`src/rtl/tmr_pkg.sv`:
```
package tmr_pkg;
    localparam int ADDR_W = 5;

    // register offsets within the window
    localparam logic [ADDR_W-1:0] A_MODE = 5'h00;
    localparam logic [ADDR_W-1:0] A_REF  = 5'h04;
    localparam logic [ADDR_W-1:0] A_CAP  = 5'h08;
    localparam logic [ADDR_W-1:0] A_CNT  = 5'h0C;
    localparam logic [ADDR_W-1:0] A_EVT  = 5'h11;

    // mode register fields
    localparam int MB_EN     = 0;
    localparam int MB_SRC_LO = 1;
    localparam int MB_IE     = 4;
    localparam int MB_PRE_LO = 8;

    // event register field
    localparam int EB_REF = 1;
endpackage

```
`src/rtl/tmr_prescaler.sv`:
```
module tmr_prescaler #(
    parameter int PRE_W = 8
) (
    input  logic             clk,
    input  logic             rst_n,
    input  logic             run,
    input  logic             restart,
    input  logic [PRE_W-1:0] div_m1,
    output logic             tick
);
    logic [PRE_W-1:0] pre_d, pre_q;

    always_comb begin
        tick = run && !restart && (pre_q == div_m1);
        if (restart || !run || tick) pre_d = '0;
        else                         pre_d = pre_q + 1'b1;
    end

    always_ff @(posedge clk or negedge rst_n) begin
        if (!rst_n) pre_q <= '0;
        else        pre_q <= pre_d;
    end

    // with a divisor above one, ticks never come back to back
    assert_tick_gap_R2: assert property (@(posedge clk) disable iff (!rst_n)
        (tick && div_m1 != '0) |=> !tick);
endmodule

```
`src/rtl/tmr_counter.sv`:
```
module tmr_counter #(
    parameter int CNT_W = 16
) (
    input  logic             clk,
    input  logic             rst_n,
    input  logic             clear,
    input  logic             load,
    input  logic [CNT_W-1:0] load_val,
    input  logic [CNT_W-1:0] limit,
    input  logic             tick,
    output logic [CNT_W-1:0] count,
    output logic             match
);
    logic [CNT_W-1:0] count_d, count_q;

    always_comb begin
        match   = tick && !clear && !load && (count_q == limit);
        count_d = count_q;
        if (clear)      count_d = '0;
        else if (load)  count_d = load_val;
        else if (match) count_d = '0;
        else if (tick)  count_d = count_q + 1'b1;
    end

    always_ff @(posedge clk or negedge rst_n) begin
        if (!rst_n) count_q <= '0;
        else        count_q <= count_d;
    end

    assign count = count_q;

    // a tick at the reference value sends the count back to zero
    assert_wrap_R4: assert property (@(posedge clk) disable iff (!rst_n)
        (tick && !clear && !load && count_q == limit) |=> (count_q == '0));

    // an ordinary tick steps the count by one
    assert_step_R2: assert property (@(posedge clk) disable iff (!rst_n)
        (tick && !clear && !load && count_q != limit) |=> (count_q == $past(count_q) + 1'b1));

    // without a tick or a write the count is frozen
    assert_hold_R3: assert property (@(posedge clk) disable iff (!rst_n)
        (!tick && !clear && !load) |=> $stable(count_q));

    // a load lands on the next edge
    assert_load_R7: assert property (@(posedge clk) disable iff (!rst_n)
        (load && !clear) |=> (count_q == $past(load_val)));
endmodule

```
`src/rtl/ref_cmp_timer.sv`:
```
module ref_cmp_timer
    import tmr_pkg::*;
#(
    parameter int CNT_W = 16,
    parameter int PRE_W = 8
) (
    input  logic              clk,
    input  logic              rst_n,
    input  logic              bus_wr,
    input  logic [ADDR_W-1:0] bus_addr,
    input  logic [CNT_W-1:0]  bus_wdata,
    output logic [CNT_W-1:0]  bus_rdata,
    output logic              irq
);
    localparam int MODE_W = MB_PRE_LO + PRE_W;

    typedef struct packed {
        logic [MODE_W-1:0] mode;
        logic [CNT_W-1:0]  limit;
        logic              evt;
    } regs_t;

    regs_t regs_d, regs_q;

    logic             wr_mode, wr_ref, wr_cnt, wr_evt;
    logic             hard_clr, restart, run, tick, match;
    logic [1:0]       src;
    logic [CNT_W-1:0] count;

    always_comb begin
        wr_mode  = bus_wr && (bus_addr == A_MODE);
        wr_ref   = bus_wr && (bus_addr == A_REF);
        wr_cnt   = bus_wr && (bus_addr == A_CNT);
        wr_evt   = bus_wr && (bus_addr == A_EVT);
        hard_clr = wr_mode && regs_q.mode[MB_EN] && !bus_wdata[MB_EN];
        restart  = wr_mode || wr_ref;
        src      = regs_q.mode[MB_SRC_LO +: 2];
        run      = regs_q.mode[MB_EN] && (src == 2'd1 || src == 2'd2);

        regs_d = regs_q;
        if (wr_mode) regs_d.mode = bus_wdata[MODE_W-1:0];
        if (hard_clr)    regs_d.limit = '1;
        else if (wr_ref) regs_d.limit = bus_wdata;
        if (hard_clr) regs_d.evt = 1'b0;
        else          regs_d.evt = (regs_q.evt && !(wr_evt && bus_wdata[EB_REF])) || match;
    end

    always_ff @(posedge clk or negedge rst_n) begin
        if (!rst_n) begin
            regs_q.mode  <= '0;
            regs_q.limit <= '1;
            regs_q.evt   <= 1'b0;
        end else begin
            regs_q <= regs_d;
        end
    end

    tmr_prescaler #(.PRE_W(PRE_W)) u_pre (
        .clk     (clk),
        .rst_n   (rst_n),
        .run     (run),
        .restart (restart),
        .div_m1  (regs_q.mode[MB_PRE_LO +: PRE_W]),
        .tick    (tick)
    );

    tmr_counter #(.CNT_W(CNT_W)) u_cnt (
        .clk      (clk),
        .rst_n    (rst_n),
        .clear    (restart),
        .load     (wr_cnt),
        .load_val (bus_wdata),
        .limit    (regs_q.limit),
        .tick     (tick),
        .count    (count),
        .match    (match)
    );

    always_comb begin
        bus_rdata = '0;
        case (bus_addr)
            A_MODE:  bus_rdata = CNT_W'(regs_q.mode);
            A_REF:   bus_rdata = regs_q.limit;
            A_CNT:   bus_rdata = count;
            A_EVT:   bus_rdata[EB_REF] = regs_q.evt;
            default: bus_rdata = '0;
        endcase
    end

    assign irq = regs_q.mode[MB_IE] & regs_q.evt;

    // an acknowledge without a coincident match drops the flag
    assert_evt_clr_R6: assert property (@(posedge clk) disable iff (!rst_n)
        (wr_evt && bus_wdata[EB_REF] && !match) |=> !irq);

    // soft reset restores the reference and empties the count
    assert_hard_clr_R9: assert property (@(posedge clk) disable iff (!rst_n)
        hard_clr |=> (regs_q.limit == '1 && count == '0 && !irq));

    // mode or reference writes restart counting from zero
    assert_restart_R8: assert property (@(posedge clk) disable iff (!rst_n)
        restart |=> (count == '0));

    // the flag rises only on the edge of a reference match
    assert_evt_rise_R4: assert property (@(posedge clk) disable iff (!rst_n)
        (!regs_q.evt && !match) |=> !regs_q.evt);
endmodule

```
`config.mk`:
```
export PLATFORM = sky130hd
export DESIGN_NAME = ref_cmp_timer
export DESIGN_NICKNAME = d
export VERILOG_FILES = /design/src/rtl/tmr_pkg.sv /design/src/rtl/tmr_prescaler.sv /design/src/rtl/tmr_counter.sv /design/src/rtl/ref_cmp_timer.sv
export SDC_FILE = /design/constraint.sdc
export NUM_CORES = 1
export LEC_CHECK = 0
export BUFFER_PORTS_ARGS = -buffer_cell sky130_fd_sc_hd__buf_2
export CORE_MARGIN = 2
export CORE_UTILIZATION = 61
export CTS_BUF_LIST = sky130_fd_sc_hd__clkbuf_4
export DETAILED_ROUTE_END_ITERATION = 6
export PLACE_DENSITY = 0.94
export SLEW_MARGIN = 20
export SYNTH_ARGS = -nofsm -noshare
export SYNTH_HDL_FRONTEND = slang
export SYNTH_HIERARCHICAL = 1
export SYNTH_SLANG_ARGS = --single-unit
```
`constraint.sdc`:
```
create_clock -name clk -period 3 [get_ports clk]
set_input_delay 0.45 -clock clk [delete_from_list [all_inputs] [get_ports clk]]
set_output_delay 0.45 -clock clk [all_outputs]
set_load 0.05 [all_outputs]
```
==> flow_summary.ini, run 1 <==
[power]
p_int_mw = 1.60
p_leak_nw = 1.73
clkPwrFrac_pct = 26.5
p_per_area_mw_per_mm2 = 610
seqPwrFrac_pct = 47.9
share_comb_of_total_power_pct = 25.6
power.switching_uw = 826
ir_worst_vdd_mv = 0.356
p_sw_share_pct = 34.1

[placement]
dp_hpwl_mm = 6.52
portBuffers = 40
gp_congestion = 0.938
post-place-cells = 453
dp_worst_setup_slack_ns = 0.0971

[critical_path]
r2r_cells = 9
path_class = register to register
r2r_slack_ns = 0.13
endpoint_kind = register
crit_required_ns = 3.27
r2r-end = u_cnt/count[13]
path_cells = xor2_1 > nor2_1 > nand4_1 > nor2_2 > nor3b_2 > nand4_1 > or3_1 > nor2_2 > o32ai_1
arrival_ns = 3.14
slowest_delay_ns = 0.53
cp_max_fo = 8
slowest_stage = or3_1
r2r_start = u_pre/pre_q[3]
cp-start-kind = register

[clock_network]
cts_resized = 0
cts_max_path_buffers = 2
cts-root-buf = clkbuf_4
cts_tree = done
numCtsBuffers = 9
clock_latency_ns = 0.40
post_cts_buffers = 0
htree_levels = 3
path_clk_slew_ns = 0.11
postCtsHoldBufs = 0
clkSinkCount = 57

[grt]
antenna_found_initial = 0
grt_start_max_net_pins = 34
grt_pass1_vias = 3050
track_usage_pct = 32.5
grt_pass1_wl_mm = 15.6
overflow = 0

[sta]
fmax_mhz = 349
relSlewSlack_pct = 47.7
tightestPinTransition_ns = 0.782
finalCritPeriodShare_pct = 95.5
setup_violations = 0
finalSetupTns_ns = 0
rsz0062_at_grt = no
hold_viol = 0
skew_ns = 0.0108
maxSlewViolCount = 0
setup_slack_ns = 0.134
min_period_ns = 2.87

[route]
final_antenna_net_count = 0
drcViolationCount = 0
vias_per_cell = 6.53
first_pass_iters = 5
drt_wl_total_mm = 9.54
vias = 3061
wire_per_inst_microns = 20.3
dr.first_iter.drc_count = 434

[floorplan]
rows = 27
dieArea_sq_mm = 0.00644
ios = 41
core_area_sq_mm = 0.00557
die_x_microns = 80.3
initial_core_util_pct = 63.6
die_h_microns = 80.3

[final_layout]
final_common_cell = dfrtp_1
finalNetCount = 418
multi_input_area_sq_mm = 0.00197
fin_cells = 469
final_cell_mix = dfrtp_1 (41), buf_2 (40), nand2_1 (26)
fillers = 409
seqCellArea_sq_mm = 0.00145
diodes = 0
synthToLayoutAreaGrowth_pct = 12.0
drive_gt1_share_pct = 34.5

[run]
drv_cap = 0

[synthesis]
syn_inst = 350
synth_flop_cell = dfrtp_1
synth-edff-count = 0
synth_nets = 376
synth_cell_types = 57
ys_ff_latch = 57
synth_area_sq_mm = 0.00355
seq_area_frac_synth_pct = 40.8
synth_area_per_cell_sq_um = 10.1
ys_warn_count = 6
postSynth.asyncResetShare_pct = 100

[outcome]
status = finished, final reports clean

[worst_hold_path]
hp-class = input port to asynchronous set/reset pin
power by group through the flow:
stage          logic [mW]  clock network, mW  registers, mW
2_1_floorplan       0.468                  0           1.10
3_3_place_gp        0.573                  0           1.16
3_5_place_dp        0.598                  0           1.17
4_1_cts             0.609              0.650           1.16
5_1_grt             0.668              0.703           1.18
6_report            0.621              0.642           1.16
Yosys cell counts (3+ instances only):
master     number  area share [%]
clkbuf_1        9            0.95
dfrtp_1        41              29
and3_1          7             1.2
buf_2           7            0.99
o22ai_1         5            0.88
o2bb2ai_1       6             1.5
dfstp_2        16              12
nand4_1         5            0.88
nor2_1         22             2.3
nand3_1        13             1.8
or2_2          10             1.8
nor4_1          4            0.71
o22a_2         16             4.5
mux2_2         17             5.4
a22oi_1         3            0.63
a21oi_1        21             3.0
inv_1          10             1.1
o211ai_1        4            0.85
a21boi_0        3            0.63
nand2_1        26             2.8
xnor2_1        23             5.7
mux2i_1        16             4.5
xor2_1         20             4.9
and2_1          3            0.53
o32ai_1         4            0.99
worst max-delay path: cells and delay by family (launching register included):
kind	cells	cell delay, ns
AOI/OAI and AO/OA	1	0.14
xor gates and xnor gates	1	0.16
DFF	1	0.45
and+or+nand+nor	7	1.97
state kept, by name (all words and copies together) (netlist names):
name and flops:
u_cnt/count 16, u_pre/pre_q 8, regs_q 33
metrics by stage:
| step | hold WS [ns] | instance area [sq um] | total power, mW | util, % |
|---|---|---|---|---|
| after floorplan | 0.154 | 3550 | 1.57 | - |
| after global placement | 0.467 | 3810 | 1.73 | 68.4 |
| after detailed placement | 0.468 | 3810 | 1.77 | 68.4 |
| after CTS | 0.0220 | 3970 | 2.42 | 71.2 |
| after global routing | 0.0216 | 3970 | 2.55 | 71.3 |
| final | 0.0162 | 3970 | 2.43 | 71.3 |
per-layer routing:
layer | vias to the layer above | wire (microns) | part of all wire [%] | GRT usage (%)
met5 | - | 0 | 0 | 0
li1 | 1350 | - | - | -
met2 | 202 | 4380 | 46 | 51.0
met4 | 0 | 433 | 4.5 | 13.6
met1 | 1461 | 3810 | 40 | 41.4
met3 | 48 | 925 | 9.7 | 10.3
layout make-up:
| class | instances | share of cell area, % |
|---|---|---|
| sequential | 57 | 36.4 |
| inverter | 10 | 0.945 |
| tap | 72 | 2.27 |
| multi-input combinational | 265 | 49.7 |
| clock inverter | 6 | 2.08 |
| timing repair buffer | 49 | 6.74 |
| clock buffer | 10 | 1.89 |
cells by family (layout without fill, tap and decap cells):
group / after synthesis / count (layout) / share of synthesized area [%]
AND/OR/NAND/NOR: 111 / 111 / 17.2
AO/OA/AOI/OAI: 76 / 76 / 17.2
flip-flops: 57 / 57 / 40.8
XOR/XNOR: 43 / 43 / 10.6
multiplexers: 33 / 33 / 9.91
buffers and inverters: 28 / 75 / 3.63
adder cells (fa/ha/maj): 2 / 2 / 0.705
worst max-delay path by stage:
stage / slack [ns] / cells past startpoint / to / startpoint
3_3_place_gp: 0.26 / 10 / u_cnt/count[9] / bus_addr[0]
5_1_grt: 0.01 / 9 / u_cnt/count[11] / u_pre/pre_q[2]
2_1_floorplan: 0.03 / 3 / bus_rdata[1] / bus_addr[2]
4_1_cts: 0.13 / 9 / u_cnt/count[11] / regs_q[19]
3_5_place_dp: 0.1 / 10 / u_cnt/count[11] / bus_addr[0]
6_report: 0.13 / 9 / u_cnt/count[13] / u_pre/pre_q[3]
Note: power is estimated with default switching activity, not from simulation.
==> run 2, diff against run 1 <==
--- a/config.mk
+++ b/config.mk
@@ -6,11 +6,13 @@
 export NUM_CORES = 1
 export LEC_CHECK = 0
 export BUFFER_PORTS_ARGS = -buffer_cell sky130_fd_sc_hd__buf_2
+export CELL_PAD_IN_SITES_DETAIL_PLACEMENT = 1
+export CELL_PAD_IN_SITES_GLOBAL_PLACEMENT = 2
 export CORE_MARGIN = 2
-export CORE_UTILIZATION = 61
+export CORE_UTILIZATION = 39
 export CTS_BUF_LIST = sky130_fd_sc_hd__clkbuf_4
 export DETAILED_ROUTE_END_ITERATION = 6
-export PLACE_DENSITY = 0.94
+export PLACE_DENSITY = 0.93
 export SLEW_MARGIN = 20
 export SYNTH_ARGS = -nofsm -noshare
 export SYNTH_HDL_FRONTEND = slang
==> flow_summary.ini, run 2 (same netlist as run 1, synthesis figures left out) <==
[sta]
hold-worst-slack_ns = 0.192
maxSlewViolCount = 0
finalCritPeriodShare_pct = 93.5
relSlewSlack_pct = 35.0
finalSetupTns_ns = 0
min_period_ns = 2.80
rsz0062_at_grt = no
tightestPinTransition_ns = 0.975
skew_ns = 0.0100
fmax_mhz = 357
setup_violations = 0
hold_viol = 0

[clock_network]
numCtsBuffers = 9
path_clk_slew_ns = 0.09
postCtsHoldBufs = 0
cts_max_path_buffers = 2
cts_tree = done
cts-root-buf = clkbuf_4
htree_levels = 3
clkSinkCount = 57
clock_latency_ns = 0.41

[grt]
track_usage_pct = 22.6
grt_pass1_vias = 2975
antenna_found_initial = 1
overflow = 0
grt_pass1_wl_mm = 17.0
grt_start_max_net_pins = 44

[critical_path]
arrival_ns = 3.09
cp-start-kind = register
endpoint_kind = register
cp_max_fo = 8
crit_required_ns = 3.29
path_class = register to register

[floorplan]
dieArea_sq_mm = 0.00987
ios = 41
initial_core_util_pct = 40.5
core_area_sq_mm = 0.00876
rows = 34
die_h_microns = 99.4
die_x_microns = 99.4

[route]
vias_per_cell = 5.81
final_antenna_net_count = 0
drt_wl_total_mm = 10.6
vias = 2952
dr.first_iter.drc_count = 161
wire_per_inst_microns = 20.9
first_pass_iters = 4
drcViolationCount = 0

[placement]
gp_congestion = 0.914
portBuffers = 40
place_area_sq_mm = 0.00389
dp_hpwl_mm = 7.67

[worst_hold_path]
hp-class = input port to asynchronous set/reset pin

[power]
p_per_area_mw_per_mm2 = 565
power_mw = 2.25
seqPwrFrac_pct = 51.4
power.switching_uw = 808
share_comb_of_total_power_pct = 28.0
p_leak_nw = 1.72
clkPwrFrac_pct = 20.5
ir_worst_vdd_mv = 0.244
p_sw_share_pct = 35.9
p_int_mw = 1.45

[final_layout]
final_common_cell = dfrtp_1
finalNetCount = 422
largest_reg_flops = 33
fin_area_sq_mm = 0.00399
synthToLayoutAreaGrowth_pct = 12.5
drive_gt1_share_pct = 34.3
final_cell_mix = dfrtp_1 (41), buf_2 (40), nand2_1 (26)
regMostFlops = regs_q

[run]
drv_cap = 0

[outcome]
status = finished, final reports clean
## run 2: cell count changes in the layout (fill, tap and decap cells not counted), sizes merged
| cell | previous run | this run |
|---|---|---|
| clkinv | 3 | 2 |
| diode | 0 | 1 |
| clkinvlp | 1 | 0 |
| buf | 49 | 53 |
| clkbuf | 10 | 12 |
| bufinv | 2 | 0 |
## run 2: power groups by stage
stage	clock network, mW	registers (mW)	logic, mW
final	0.463	1.16	0.632
after global routing	0.509	1.18	0.687
after CTS	0.475	1.16	0.630
after detailed placement	0	1.17	0.625
after global placement	0	1.16	0.611
after floorplan	0	1.10	0.468
## run 2: layer usage
| layer | track usage, % | up-vias | part of all wire [%] |
|---|---|---|---|
| met5 | 0 | - | 0 |
| met4 | 8.22 | 0 | 1.6 |
| met3 | 2.67 | 11 | 4.9 |
| met2 | 35.2 | 87 | 47 |
| met1 | 32.6 | 1481 | 47 |
| li1 | - | 1373 | - |
## run 2: layout make-up
class	count	area, sq um
inverters	10	37.5
multi-input cells	265	1970
diodes	1	2.50
repair buffers	53	298
flip-flops and latches	57	1450
fillers	1033	4770
well taps	108	135
clock buffers	12	90.1
clock inverters	2	7.51
## run 2: per-stage QoR
stage / utilization (%) / setup WS [ns] / instances
detailed placement: 44.4 / 0.102 / 493
global placement: 44.4 / 0.198 / 493
CTS: 45.5 / 0.0972 / 507
finish: 45.5 / 0.196 / 508
floorplan: - / 0.0293 / 350
global route: 45.5 / 0.0437 / 508
## run 2: final timing paths
kind | from | to | slack [ns] | depth (start not counted)
hold / removal | rst_n | u_pre/pre_q[4] | 0.19 | 1
min in group clk | bus_wdata[2] | regs_q[19] | 0.30 | 2
setup / recovery | regs_q[19] | u_cnt/count[9] | 0.20 | 9
setup reg to reg | regs_q[19] | u_cnt/count[9] | 0.20 | 9
max in group asynchronous | rst_n | regs_q[2] | 2.00 | 2
hold reg to reg | u_pre/pre_q[0] | u_pre/pre_q[0] | 0.51 | 1
## run 2: worst max-delay path: stages (launching register included)
cell,delay (ns)
dfrtp_1,0.42
xor2_1,0.22
and2_1,0.15
or2b_2,0.33
nor2_2,0.23
nor3b_2,0.24
nand4_1,0.13
or3_1,0.52
o21bai_4,0.28
o32ai_1,0.13
## run 2: repair_timing
item / 4_1_cts / 5_1_grt
endpoints found under the setup margin: 0 / 12
setup buffers: 0 / 0
gates resized for setup: 0 / 1
